File: config.mk
export PLATFORM = sky130hd
export DESIGN_NAME = walk_unit
export DESIGN_NICKNAME = d
export VERILOG_FILES = /design/src/rtl/walk_pkg.sv /design/src/rtl/walk_ctrl.sv /design/src/rtl/walk_dpath.sv /design/src/rtl/walk_unit.sv
export SDC_FILE = /design/constraint.sdc
export NUM_CORES = 1
export LEC_CHECK = 0
export CORE_UTILIZATION = 41
export DETAILED_ROUTE_END_ITERATION = 16
export PLACE_DENSITY = 0.85
export SYNTH_ARGS = -nofsm -noshare
export SYNTH_HDL_FRONTEND = slang
export SYNTH_SLANG_ARGS = --single-unit
File: constraint.sdc
create_clock -name clk -period 2.81 [get_ports clk]
set_input_delay 0.562 -clock clk [delete_from_list [all_inputs] [get_ports clk]]
set_output_delay 0.562 -clock clk [all_outputs]
set_load 0.02 [all_outputs]
File: src/rtl/walk_pkg.sv
package walk_pkg;

  typedef enum logic [1:0] {
    ST_IDLE = 2'd0,
    ST_REQ  = 2'd1,
    ST_WAIT = 2'd2
  } walkState_e;

  // entry type codes in bits 1:0 of every table word
  localparam logic [1:0] ET_INVALID  = 2'd0;
  localparam logic [1:0] ET_POINTER  = 2'd1;
  localparam logic [1:0] ET_LEAF     = 2'd2;
  localparam logic [1:0] ET_LEAF_REV = 2'd3;

  // fault codes reported with done
  localparam logic [1:0] FC_NONE    = 2'd0;
  localparam logic [1:0] FC_INVALID = 2'd1;
  localparam logic [1:0] FC_DEPTH   = 2'd2;

  typedef struct packed {
    logic       capStart;  // latch vaddr and form root-slot address
    logic       advance;   // pointer word: descend one level
    logic       finish;    // capture final result
    logic [1:0] faultSel;  // fault code to capture with finish
  } walkStrobe_t;

endpackage

File: src/rtl/walk_ctrl.sv
module walk_ctrl
  import walk_pkg::*;
(
  input  logic        clk,
  input  logic        rstN,
  input  logic        startValid,
  input  logic        memReqReady,
  input  logic        memRspValid,
  input  logic [1:0]  rspType,
  input  logic        atLastLevel,
  output walkStrobe_t strobe,
  output logic        busy,
  output logic        memReqValid,
  output logic        done
);

  walkState_e state, stateNext;
  logic rspHere, descend;

  assign rspHere = (state == ST_WAIT) && memRspValid;
  assign descend = (rspType == ET_POINTER) && !atLastLevel;

  always_comb begin
    strobe          = '0;
    strobe.capStart = (state == ST_IDLE) && startValid;
    strobe.advance  = rspHere && descend;
    strobe.finish   = rspHere && !descend;
    unique case (rspType)
      ET_INVALID: strobe.faultSel = FC_INVALID;
      ET_POINTER: strobe.faultSel = FC_DEPTH;
      default:    strobe.faultSel = FC_NONE;
    endcase
  end

  always_comb begin
    stateNext = state;
    unique case (state)
      ST_IDLE: if (startValid) stateNext = ST_REQ;
      ST_REQ:  if (memReqReady) stateNext = ST_WAIT;
      ST_WAIT: if (memRspValid) stateNext = descend ? ST_REQ : ST_IDLE;
      default: stateNext = ST_IDLE;
    endcase
  end

  always_ff @(posedge clk or negedge rstN) begin
    if (!rstN) begin
      state <= ST_IDLE;
      done  <= 1'b0;
    end else begin
      state <= stateNext;
      done  <= strobe.finish;
    end
  end

  assign busy        = (state != ST_IDLE);
  assign memReqValid = (state == ST_REQ);

  // completion strobe lasts a single cycle
  p_done_pulse_r8: assert property (@(posedge clk) disable iff (!rstN)
    done |=> !done);

  // the walker is idle when it reports completion
  p_done_idle_r8: assert property (@(posedge clk) disable iff (!rstN)
    done |-> !busy);

  // a pending request is held until taken
  p_req_hold_r9: assert property (@(posedge clk) disable iff (!rstN)
    memReqValid && !memReqReady |=> memReqValid);

  // an accepted request is not followed by another before its response
  p_one_outstanding_r9: assert property (@(posedge clk) disable iff (!rstN)
    memReqValid && memReqReady |=> !memReqValid);

endmodule

File: src/rtl/walk_dpath.sv
module walk_dpath
  import walk_pkg::*;
#(
  parameter int ADDR_W    = 32,
  parameter int CTX_W     = 16,
  parameter int IDX1_W    = 8,
  parameter int IDX2_W    = 6,
  parameter int IDX3_W    = 6,
  parameter int PTR_SHIFT = 4,
  parameter int LEVEL_W   = 2
) (
  input  logic               clk,
  input  logic               rstN,
  input  walkStrobe_t        strobe,
  input  logic [ADDR_W-1:0]  startVaddr,
  input  logic [ADDR_W-1:0]  ctxBasePtr,
  input  logic [CTX_W-1:0]   ctxNum,
  input  logic [ADDR_W-1:0]  memRspData,
  output logic [ADDR_W-1:0]  memReqAddr,
  output logic               atLastLevel,
  output logic [ADDR_W-1:0]  resultEntry,
  output logic [LEVEL_W-1:0] resultLevel,
  output logic [1:0]         faultCode
);

  localparam int IDX1_LSB = ADDR_W - IDX1_W;
  localparam int IDX2_LSB = IDX1_LSB - IDX2_W;
  localparam int IDX3_LSB = IDX2_LSB - IDX3_W;
  localparam int ENTRY_SHIFT = 2;  // four bytes per entry
  localparam logic [ADDR_W-1:0] PTR_MASK = ~((ADDR_W'(1) << PTR_SHIFT) - ADDR_W'(1));
  localparam logic [LEVEL_W-1:0] LAST_LEVEL = LEVEL_W'(3);

  function automatic int lvlLsb(input int lvl);
    case (lvl)
      1:       return IDX1_LSB;
      2:       return IDX2_LSB;
      default: return IDX3_LSB;
    endcase
  endfunction

  function automatic int lvlWidth(input int lvl);
    case (lvl)
      1:       return IDX1_W;
      2:       return IDX2_W;
      default: return IDX3_W;
    endcase
  endfunction

  logic [ADDR_W-1:0]  vaddrReg;
  logic [ADDR_W-1:0]  addrReg;
  logic [LEVEL_W-1:0] levelReg;
  logic [ADDR_W-1:0]  lvlIdx [1:3];
  logic [ADDR_W-1:0]  nextIdx;
  logic [ADDR_W-1:0]  rootAddr;
  logic [ADDR_W-1:0]  childAddr;

  for (genvar g = 1; g <= 3; g++) begin : g_level_idx
    localparam int LSB = lvlLsb(g);
    localparam logic [ADDR_W-1:0] IMASK = (ADDR_W'(1) << lvlWidth(g)) - ADDR_W'(1);
    assign lvlIdx[g] = (vaddrReg >> LSB) & IMASK;
  end

  always_comb begin
    unique case (levelReg)
      LEVEL_W'(0): nextIdx = lvlIdx[1];
      LEVEL_W'(1): nextIdx = lvlIdx[2];
      default:     nextIdx = lvlIdx[3];
    endcase
  end

  assign rootAddr  = ((ctxBasePtr & PTR_MASK) << PTR_SHIFT) + (ADDR_W'(ctxNum) << ENTRY_SHIFT);
  assign childAddr = ((memRspData & PTR_MASK) << PTR_SHIFT) + (nextIdx << ENTRY_SHIFT);

  always_ff @(posedge clk or negedge rstN) begin
    if (!rstN) begin
      vaddrReg    <= '0;
      addrReg     <= '0;
      levelReg    <= '0;
      resultEntry <= '0;
      resultLevel <= '0;
      faultCode   <= FC_NONE;
    end else begin
      if (strobe.capStart) begin
        vaddrReg <= startVaddr;
        addrReg  <= rootAddr;
        levelReg <= '0;
      end
      if (strobe.advance) begin
        addrReg  <= childAddr;
        levelReg <= levelReg + LEVEL_W'(1);
      end
      if (strobe.finish) begin
        resultEntry <= memRspData;
        resultLevel <= levelReg;
        faultCode   <= strobe.faultSel;
      end
    end
  end

  assign memReqAddr  = addrReg;
  assign atLastLevel = (levelReg == LAST_LEVEL);

  // the walk never descends past the last table level
  p_advance_bound_r7: assert property (@(posedge clk) disable iff (!rstN)
    strobe.advance |-> levelReg != LAST_LEVEL);

endmodule

File: src/rtl/walk_unit.sv
module walk_unit
  import walk_pkg::*;
#(
  parameter int ADDR_W = 32,
  parameter int CTX_W  = 16
) (
  input  logic              clk,
  input  logic              rstN,
  input  logic              startValid,
  input  logic [ADDR_W-1:0] startVaddr,
  input  logic [ADDR_W-1:0] ctxBasePtr,
  input  logic [CTX_W-1:0]  ctxNum,
  output logic              busy,
  output logic              memReqValid,
  input  logic              memReqReady,
  output logic [ADDR_W-1:0] memReqAddr,
  input  logic              memRspValid,
  input  logic [ADDR_W-1:0] memRspData,
  output logic              done,
  output logic [ADDR_W-1:0] resultEntry,
  output logic [1:0]        resultLevel,
  output logic              fault,
  output logic [1:0]        faultCode
);

  walkStrobe_t strobe;
  logic        atLastLevel;

  walk_ctrl u_ctrl (
    .clk         (clk),
    .rstN        (rstN),
    .startValid  (startValid),
    .memReqReady (memReqReady),
    .memRspValid (memRspValid),
    .rspType     (memRspData[1:0]),
    .atLastLevel (atLastLevel),
    .strobe      (strobe),
    .busy        (busy),
    .memReqValid (memReqValid),
    .done        (done)
  );

  walk_dpath #(
    .ADDR_W (ADDR_W),
    .CTX_W  (CTX_W)
  ) u_dpath (
    .clk         (clk),
    .rstN        (rstN),
    .strobe      (strobe),
    .startVaddr  (startVaddr),
    .ctxBasePtr  (ctxBasePtr),
    .ctxNum      (ctxNum),
    .memRspData  (memRspData),
    .memReqAddr  (memReqAddr),
    .atLastLevel (atLastLevel),
    .resultEntry (resultEntry),
    .resultLevel (resultLevel),
    .faultCode   (faultCode)
  );

  assign fault = (faultCode != FC_NONE);

  // request address does not move while the request waits
  p_req_addr_stable_r9: assert property (@(posedge clk) disable iff (!rstN)
    memReqValid && !memReqReady |=> $stable(memReqAddr));

  // a clean finish always carries a leaf type
  p_leaf_type_r5: assert property (@(posedge clk) disable iff (!rstN)
    done && (faultCode == FC_NONE) |-> resultEntry[1]);

  // an invalid-entry fault reports a type 0 word
  p_invalid_type_r6: assert property (@(posedge clk) disable iff (!rstN)
    done && (faultCode == FC_INVALID) |-> resultEntry[1:0] == ET_INVALID);

  // a depth fault is only reported at the last level
  p_depth_level_r7: assert property (@(posedge clk) disable iff (!rstN)
    done && (faultCode == FC_DEPTH) |-> resultLevel == 2'd3);

endmodule

Word-level counts from Yosys, hierarchy flattened
Cells that the tools add are included.
Word-level totals
  word-level logic and storage cells: 44
  flip-flop bits (word level): 105
  output and inout port bits: 72
Operators by class
  multiplexer cells: 11
  add/sub/neg operators: 3
  equality and inequality tests: 8
  reduce and logical (&&, ||, !) cells: 14
Operators by type and width (count)
  2-to-1 mux 32 bit: 2
  adder 32 x 18 -> 32 bit: 1
  adder 32 bit: 1
  one-hot mux 8 bit (2 select lines): 1
  2-to-1 mux 2 bit: 5
  equality test 2 x 1 -> 1 bit, second input constant: 3
  zero test 2 bit: 3
  one-hot mux 2 bit (3 select lines): 1
  nonzero test 2 bit: 3
  logical AND 1 bit: 5
  equality test 2 bit, second input constant: 2
  inequality test 2 bit, second input constant: 2
  one-hot mux 2 bit (2 select lines): 1
  AND reduction 3 bit: 1
  adder 2 x 1 -> 2 bit, second input constant: 1
  zero test 1 bit: 2
  inequality test 2 x 1 -> 1 bit, second input constant: 1
  2-to-1 mux 1 bit: 1

Depth between registers and ports, before layout
Gate-level depths: netlist of run 1.
  depth in word-level cells: 6
  depth in mapped cells: 13
  depth with buffers taken out: 12

Modules after synthesis
Synthesis of run 1 repeated with hierarchy kept, for this count alone.
Second synthesis, totals
  cell total of the unflattened synthesis: 476
  area, all modules: 5066.1 µm²
Modules (own cells, without submodules)
  walk_dpath: cells an instance 458, instances 1, area an instance 4885.9 µm²
  walk_ctrl: cells an instance 17, instances 1, area an instance 173.9 µm²
  walk_unit: cells an instance 1, instances 1, area an instance 6.3 µm²

Worst setup path after synthesis of run 1
Ideal clock, no wire load.
  kind: reg-to-reg
  start point: register u_dpath.levelReg[0]
  end point: register u_dpath.addrReg[30], in the netlist u_dpath.memReqAddr[30]
  slack: 0.090 ns
  setup time: 0.126 ns
  stages on the path, launching flop included: 13
  buffers on the path: 1
  arrival time: 2.593 ns
  cells stage by stage: dfrtp_1 -> inv_1 -> ha_1 -> clkbuf_1 -> and2_1 -> ha_1 -> inv_1 -> fa_1 -> nor3b_2 -> nand3_2 -> xor2_1 -> o211ai_2 -> a311o_1
Between the ends
  longest elaborated chain between the ends: 5
  elaborated cells between the ends (all ways): 10
  those cells by class: 1 x add/sub; 2 x eq/ne; 2 x mux; 5 x reduce/logical
RTL lines
  start, declared: RTL line walk_dpath.sv:51  | logic [LEVEL_W-1:0] levelReg;
  start signal, assigned: RTL line walk_dpath.sv:90  | levelReg <= levelReg + LEVEL_W'(1);
  branches (longest 5 deep; another with adder 32 bit)
  end signal, assigned: RTL line walk_dpath.sv:85  | addrReg <= rootAddr;
  end signal, assigned: RTL line walk_dpath.sv:89  | addrReg <= childAddr;
  end, declared: RTL line walk_dpath.sv:50  | logic [ADDR_W-1:0] addrReg;
Parallel ways; which one is timed is not known.
A chain may end at the register's enable or synchronous reset.

Worst setup path in the final report of run 1
  start point: input ctxBasePtr[4]
  end point: register u_dpath.addrReg[24], in the netlist u_dpath.memReqAddr[24]
Between the ends
  longest elaborated chain between the ends: 3
RTL lines
  start, declared: RTL line walk_unit.sv:11  | input logic [ADDR_W-1:0] ctxBasePtr,
  adder 32 x 18 -> 32 bit: RTL line walk_dpath.sv:71  | assign rootAddr = ((ctxBasePtr & PTR_MASK) << PTR_SHIFT) + (ADDR_W'(ctxNum) << ENTRY_SHIFT);
  2-to-1 mux 32 bit: RTL line walk_dpath.sv:83  | if (strobe.capStart) begin
  2-to-1 mux 32 bit: RTL line walk_dpath.sv:88  | if (strobe.advance) begin
Every way passes these cells. The select of a mux whose other input is x is not followed.

==> impl_metrics.json, run 1 <==
{
  "coreArea_um2": 12100,
  "die-area_um2": 13000,
  "max_slew.worst_pin.slew_ns": 0.831,
  "r2r_end": "u_dpath.memReqAddr[22]",
  "n_fill_cell": 1035,
  "clock_path_buffers": 2,
  "outcome": "completed",
  "worstPathCellList": "clkdlybuf4s50_1 -> ha_1 -> inv_1 -> fa_1 -> nor2b_1 -> o2111ai_2 -> a21oi_4 -> o311ai_1 -> xor2_1 -> a211oi_1",
  "worst_r2r_startpoint": "u_dpath.levelReg[0]",
  "number_of_global_route_vias_before_repair": 4967,
  "final_cell_area_um2": 7470,
  "ff2ff_path_depth": 12,
  "floorplan.die.width_um": 114,
  "avgSynthCellArea_um2": 9.47,
  "vias_per_cell": 5.53,
  "initial_core_util": 0.426,
  "rows": 40,
  "numPortBuffers": 166,
  "clock_latency_ns": 0.34,
  "synth-seq-area-share": 0.442,
  "ys_seq_elements": 91,
  "maximum_number_of_pins_on_one_net_before_global_route_repair": 47,
  "number_of_sinks_on_the_clock_net": 91,
  "cts.root.buffer_cell": "clkbuf_16",
  "final-setup-viol-count": 0,
  "timing.critical_path.fanout_max": 5,
  "crit_arrival_ns": 2.93,
  "final_min_period_over_clock_period": 0.952,
  "vias": 4990,
  "holdBufCountCts": 0,
  "power_leakage_nw": 3.17,
  "worst-r2r-setup-slack_ns": 0.18,
  "half_perimeter_wire_length_after_placement_um": 12100,
  "synth_async_sr_flop_share": 1.00,
  "critical_path_cell_with_the_highest_stage_delay": "clkdlybuf4s50_1",
  "antenna_found_initial": 0,
  "critical_path_class": "input port to flip-flop",
  "postRouteWirelength_um": 15800,
  "cp_num_buf_inv": 2,
  "wire_length_of_the_first_global_routing_pass_um": 24600,
  "finalCriticalPeriod_ns": 2.68,
  "start_kind": "input port",
  "drc": 0,
  "max_transition_margin": 0.444,
  "num-nets-final": 864,
  "antenna-diode-count": 0,
  "grtUsageTotal": 0.245,
  "clock_tree_from_tritoncts": "built",
  "final_common_cell": "clkdlybuf4s50_1",
  "postSynth.topFlopCell": "dfrtp_1",
  "synth.lib_cells_used.distinct": 68,
  "drive_above_1_share": 0.141,
  "critPathMaxStageDelay_ns": 0.46,
  "setup.worst_path.end_class": "flip-flop",
  "finalMaxSlewViolations": 0,
  "power-per-cell-area_nw_per_um2": 925,
  "drtPass1Iterations": 5,
  "p_total_mw": 6.91,
  "worst_clock_skew_ns": 0.00339,
  "globalRouteOverflowTotal": 0,
  "ys.warnings.count": 0,
  "number_of_enable_flip_flop_cells_after_synthesis": 0,
  "most-common-layout-cells": "clkdlybuf4s50_1, nand2_1, dfrtp_1",
  "max-vdd-ir-drop_uv": 638,
  "postSynthCellCount": 544,
  "syn_to_final_growth_pct": 45.0,
  "report.final.hold_viol_count": 0,
  "worstHoldPathType": "input port to asynchronous set/reset pin",
  "finalWeightedCongestion": 0.891,
  "clk_pin_slew_ns": 0.07,
  "cts-buffers-inserted": 9,
  "drt_iter0_drc": 375,
  "synthesis.area_um2": 5150,
  "max-cap-violations": 0,
  "avgRoutedWirePerCell_um": 17.5,
  "fmaxAchievable_ghz": 0.374,
  "boundaryPins": 189,
  "ant_nets": 0,
  "htree_levels": 3,
  "required_ns": 3.06,
  "place_area_um2": 7170,
  "cpLargestDelayFamily": "compound AO/OA/AOI/OAI gates",
  "die_height_um": 114
}
[through the flow]
step | util | hold slack (ns) | setup WS, ns | std cells | setup TNS [ns]
4_1_cts | 0.615 | 0.245 | 0.0611 | 901 | 0
6_report | 0.617 | 0.220 | 0.135 | 903 | 0
3_3_place_gp | 0.592 | 0.457 | -0.136 | 885 | -0.458
2_1_floorplan | - | 0.266 | 0.0905 | 545 | 0
5_1_grt | 0.617 | 0.262 | -0.0142 | 903 | -0.0142
3_5_place_dp | 0.592 | 0.470 | -0.269 | 885 | -1.34
[Yosys cell counts, types with 4 or more instances]
cell	n	share of area
a221o_1	6	0.012
o22ai_1	5	0.0061
clkbuf_1	11	0.0080
nand3_1	23	0.022
nor3_1	8	0.0078
a31oi_1	4	0.0049
xor2_1	9	0.015
nand4_1	9	0.011
a22oi_1	7	0.010
dfrtp_1	91	0.44
mux2_2	28	0.061
nand2_1	110	0.080
nor2_1	23	0.017
and3_1	6	0.0073
ha_1	15	0.036
o311ai_1	5	0.0085
mux2i_1	4	0.0078
a21o_1	4	0.0058
o21ai_1	5	0.0049
inv_1	15	0.011
o21ai_0	17	0.017
buf_1	4	0.0029
xnor2_1	23	0.039
buf_2	6	0.0058
a21oi_1	32	0.031
[cell type report]
class | count | area [um^2] | share of cell area
clock buffer | 9 | 225 | 0.0301
timing repair buffer | 198 | 1920 | 0.258
multi-input combinational | 413 | 2710 | 0.363
inverter | 17 | 68.8 | 0.00921
tap | 168 | 210 | 0.0281
sequential | 91 | 2280 | 0.305
clock inverter | 7 | 51.3 | 0.00687
[how the worst max path moves through the flow]
| stage | slack (ns) | from | cells past startpoint | endpoint |
|---|---|---|---|---|
| finish | 0.13 | ctxBasePtr[4] | 10 | u_dpath.memReqAddr[24] |
| global route | -0.01 | u_dpath.levelReg[0] | 12 | u_dpath.memReqAddr[22] |
| CTS | 0.06 | u_dpath.levelReg[0] | 12 | u_dpath.memReqAddr[22] |
| detailed placement | -0.27 | ctxBasePtr[4] | 10 | u_dpath.memReqAddr[24] |
| global placement | -0.14 | ctxBasePtr[4] | 10 | u_dpath.memReqAddr[24] |
| floorplan | 0.09 | u_dpath.levelReg[0] | 12 | u_dpath.memReqAddr[30] |
[logic make-up after synthesis]
family,count (synthesis),synth area share
AO/OA/AOI/OAI,118,0.157
flip-flops,91,0.442
adder cells (fa/ha/maj),17,0.0442
buffers and inverters,41,0.0345
XOR/XNOR,32,0.0544
AND/OR/NAND/NOR,212,0.198
other,1,0.000728
multiplexers,32,0.0689
[metal layers]
layer | share of wire | vias to the layer above | GRT usage
met5 | 0 | - | 0
met4 | 0.028 | 0 | 0.0944
met3 | 0.079 | 33 | 0.0577
met2 | 0.50 | 237 | 0.429
met1 | 0.40 | 2415 | 0.291
li1 | - | 2305 | -
[report_power, final]
part	internal, mW	switching, mW
Combinational	1.66	1.79
Sequential	1.94	0.386
Clock	0.604	0.537
[flip-flops by register name, indices dropped and copies added, names as in the netlist]
name                 count
u_dpath.resultEntry     32
u_dpath.memReqAddr      30
u_dpath.vaddrReg        20
u_ctrl.state             2
u_dpath.faultCode        2
u_dpath.levelReg         2
u_dpath.resultLevel      2
u_ctrl.done              1
[timing repair]
| item | 4_1_cts | 5_1_grt |
|---|---|---|
| buffers inserted | 0 | 2 |
| resized for setup | 0 | 4 |
| endpoints found under the setup margin | 0 | 5 |
Note: power is estimated with default switching activity, not from simulation.
==> inputs of run 2 (changes only) <==
--- a/config.mk
+++ b/config.mk
@@ -5,6 +5,7 @@
 export SDC_FILE = /design/constraint.sdc
 export NUM_CORES = 1
 export LEC_CHECK = 0
+export CORE_ASPECT_RATIO = 0.7
 export CORE_UTILIZATION = 41
 export DETAILED_ROUTE_END_ITERATION = 16
 export PLACE_DENSITY = 0.85
==> run 2 against run 1 <==
Core utilization increased by 1.7 points. Clock power increased by 17%. Hold slack got worse by 0.0019 ns. Via count decreased by 0.96%. Maximum frequency decreased by 1.1%. Clock skew increased by 0.0034 ns. Critical path depth unchanged. Cell area increased by 1.5%. Sequential share of layout area decreased by 0.48 points. Global-route usage increased by 1.1 points. First-iteration DRC count decreased by 28%. Register-to-register slack about the same. Critical endpoint unchanged. Highest routed layer unchanged.
==> impl_metrics.json, run 2 (synthesized netlist as in run 1, its figures left out) <==
{
  "syn_to_final_growth_pct": 47.2,
  "ant_nets": 0,
  "flip_flop_count_of_the_largest_register_after_layout": 32,
  "drtPass1Iterations": 5,
  "place_area_um2": 7230,
  "max-vdd-ir-drop_uv": 727,
  "crit_arrival_ns": 2.95,
  "globalRouteMet1Util": 0.351,
  "wire_length_of_the_first_global_routing_pass_um": 25500,
  "numPortBuffers": 166,
  "groute.layer.met3.usage": 0.0858,
  "seq_area_um2": 2280,
  "drc": 0,
  "clock_latency_ns": 0.34,
  "grt_busiest_layer": "met2",
  "vias": 4942,
  "fmaxAchievable_ghz": 0.370,
  "die_height_um": 95.8,
  "postRouteWirelength_um": 16400,
  "floorplan.die.width_um": 136,
  "rows": 33,
  "instances_no_fill": 900,
  "regMostFlops": "u_dpath.resultEntry",
  "max_slew.worst_pin.slew_ns": 0.834,
  "postLayoutCoreUtil": 0.634,
  "num-nets-final": 872,
  "setup.worst_path.end_class": "flip-flop",
  "start_kind": "input port",
  "p_int_mw": 4.38,
  "finalCriticalPeriod_ns": 2.70,
  "required_ns": 3.05,
  "boundaryPins": 189,
  "final_cell_area_um2": 7590,
  "drt_iter0_drc": 270,
  "avgRoutedWirePerCell_um": 18.2,
  "part_of_the_power_in_combinational_logic": 0.486,
  "worst_clock_skew_ns": 0.00677,
  "number_of_sinks_on_the_clock_net": 91,
  "grtUsageTotal": 0.256,
  "final_min_period_over_clock_period": 0.962,
  "htree_levels": 3,
  "final-setup-viol-count": 0,
  "netSwitchingFraction": 0.382,
  "drive_above_1_share": 0.155,
  "final_common_cell": "clkdlybuf4s50_1",
  "antenna_found_initial": 0,
  "power.share.clock": 0.188,
  "grtUsageMet2": 0.391,
  "number_of_global_route_vias_before_repair": 4951,
  "critical_path_class": "input port to flip-flop",
  "fin_tns_setup_ns": 0,
  "half_perimeter_wire_length_after_placement_um": 12200,
  "worstHoldPathType": "input port to asynchronous set/reset pin",
  "timing.critical_path.fanout_max": 6,
  "max_transition_margin": 0.442,
  "holdBufCountCts": 0,
  "multi_input_area_um2": 2730,
  "placed_cells_incl_taps": 884,
  "most-common-layout-cells": "clkdlybuf4s50_1, nand2_1, dfrtp_1",
  "hold-worst-slack_ns": 0.218,
  "pwr-share-seq": 0.326,
  "n_fill_cell": 996,
  "outcome": "completed",
  "clock_tree_from_tritoncts": "built",
  "finalMaxSlewViolations": 0,
  "initial_core_util": 0.430,
  "vias_per_cell": 5.49,
  "cts.root.buffer_cell": "clkbuf_16",
  "die-area_um2": 13000,
  "power_leakage_nw": 3.23,
  "globalRouteOverflowTotal": 0,
  "maximum_number_of_pins_on_one_net_before_global_route_repair": 51,
  "clk_pin_slew_ns": 0.07,
  "antenna-diode-count": 0,
  "power.net_switching_mw": 2.70,
  "cts-buffers-inserted": 9,
  "finalWeightedCongestion": 0.842,
  "max-cap-violations": 0,
  "clock_path_buffers": 2,
  "power-per-cell-area_nw_per_um2": 934,
  "coreArea_um2": 12000,
  "report.final.hold_viol_count": 0
}
## run 2: changes by cell type in the layout (fill, tap and decap cells not counted), moves of 2 or more
cell and change:
bufinv_16 +2, nor2_1 -2, buf_4 +8, nor2_2 +2, clkinv_2 -2
## run 2: area by class of cell
cell class	count	share of cell area
multi-input cells	413	0.360
flip-flops and latches	91	0.300
repair buffers	206	0.262
clock buffers	9	0.0297
well taps	157	0.0259
clock inverters	7	0.0132
inverters	17	0.00907
## run 2: timing repair
| item | CTS | global route |
|---|---|---|
| setup endpoints to repair | 0 | 10 |
| buffers inserted | 0 | 0 |
| gates resized for setup | 0 | 8 |
## run 2: final timing paths
| path | slack, ns | start | endpoint | cells past startpoint |
|---|---|---|---|---|
| setup reg to reg | 0.17 | u_dpath.levelReg[0] | u_dpath.memReqAddr[19] | 13 |
| min in group clk | 0.48 | u_dpath.vaddrReg[12] | u_dpath.vaddrReg[12] | 2 |
| setup / recovery | 0.11 | ctxBasePtr[4] | u_dpath.memReqAddr[24] | 10 |
| hold reg to reg | 0.48 | u_dpath.vaddrReg[12] | u_dpath.vaddrReg[12] | 2 |
| hold / removal | 0.22 | rstN | u_dpath.memReqAddr[27] | 1 |
| max in group asynchronous | 1.90 | rstN | u_dpath.resultEntry[4] | 2 |
## run 2: layer usage
layer | wire [um] | vias up
li1 | - | 2318
met1 | 7610 | 2403
met2 | 7090 | 205
met3 | 1550 | 16
met4 | 170 | 0
met5 | 0 | -
## run 2: per-stage QoR
step,power [mW],setup WS (ns)
final,7.09,0.106
after floorplan,4.07,0.0905
after global routing,7.49,-0.00976
after CTS,7.11,0.0916
after detailed placement,5.75,-0.228
after global placement,5.63,-0.141
## run 2: power groups by stage
stage | Clock [mW] | Sequential, mW | Combinational, mW
6_report | 1.33 | 2.31 | 3.44
3_3_place_gp | 0 | 2.28 | 3.35
4_1_cts | 1.36 | 2.31 | 3.45
3_5_place_dp | 0 | 2.32 | 3.43
2_1_floorplan | 0 | 2.83 | 1.24
5_1_grt | 1.40 | 2.38 | 3.71
## run 2: critical path, cell delays in order
cell and delay (ns):
clkdlybuf4s50_1 0.46, ha_1 0.17, inv_1 0.06, fa_1 0.42, nor2b_2 0.17, o2111ai_2 0.17, a21oi_4 0.31, o311ai_1 0.19
xor2_1 0.19, a211oi_1 0.26
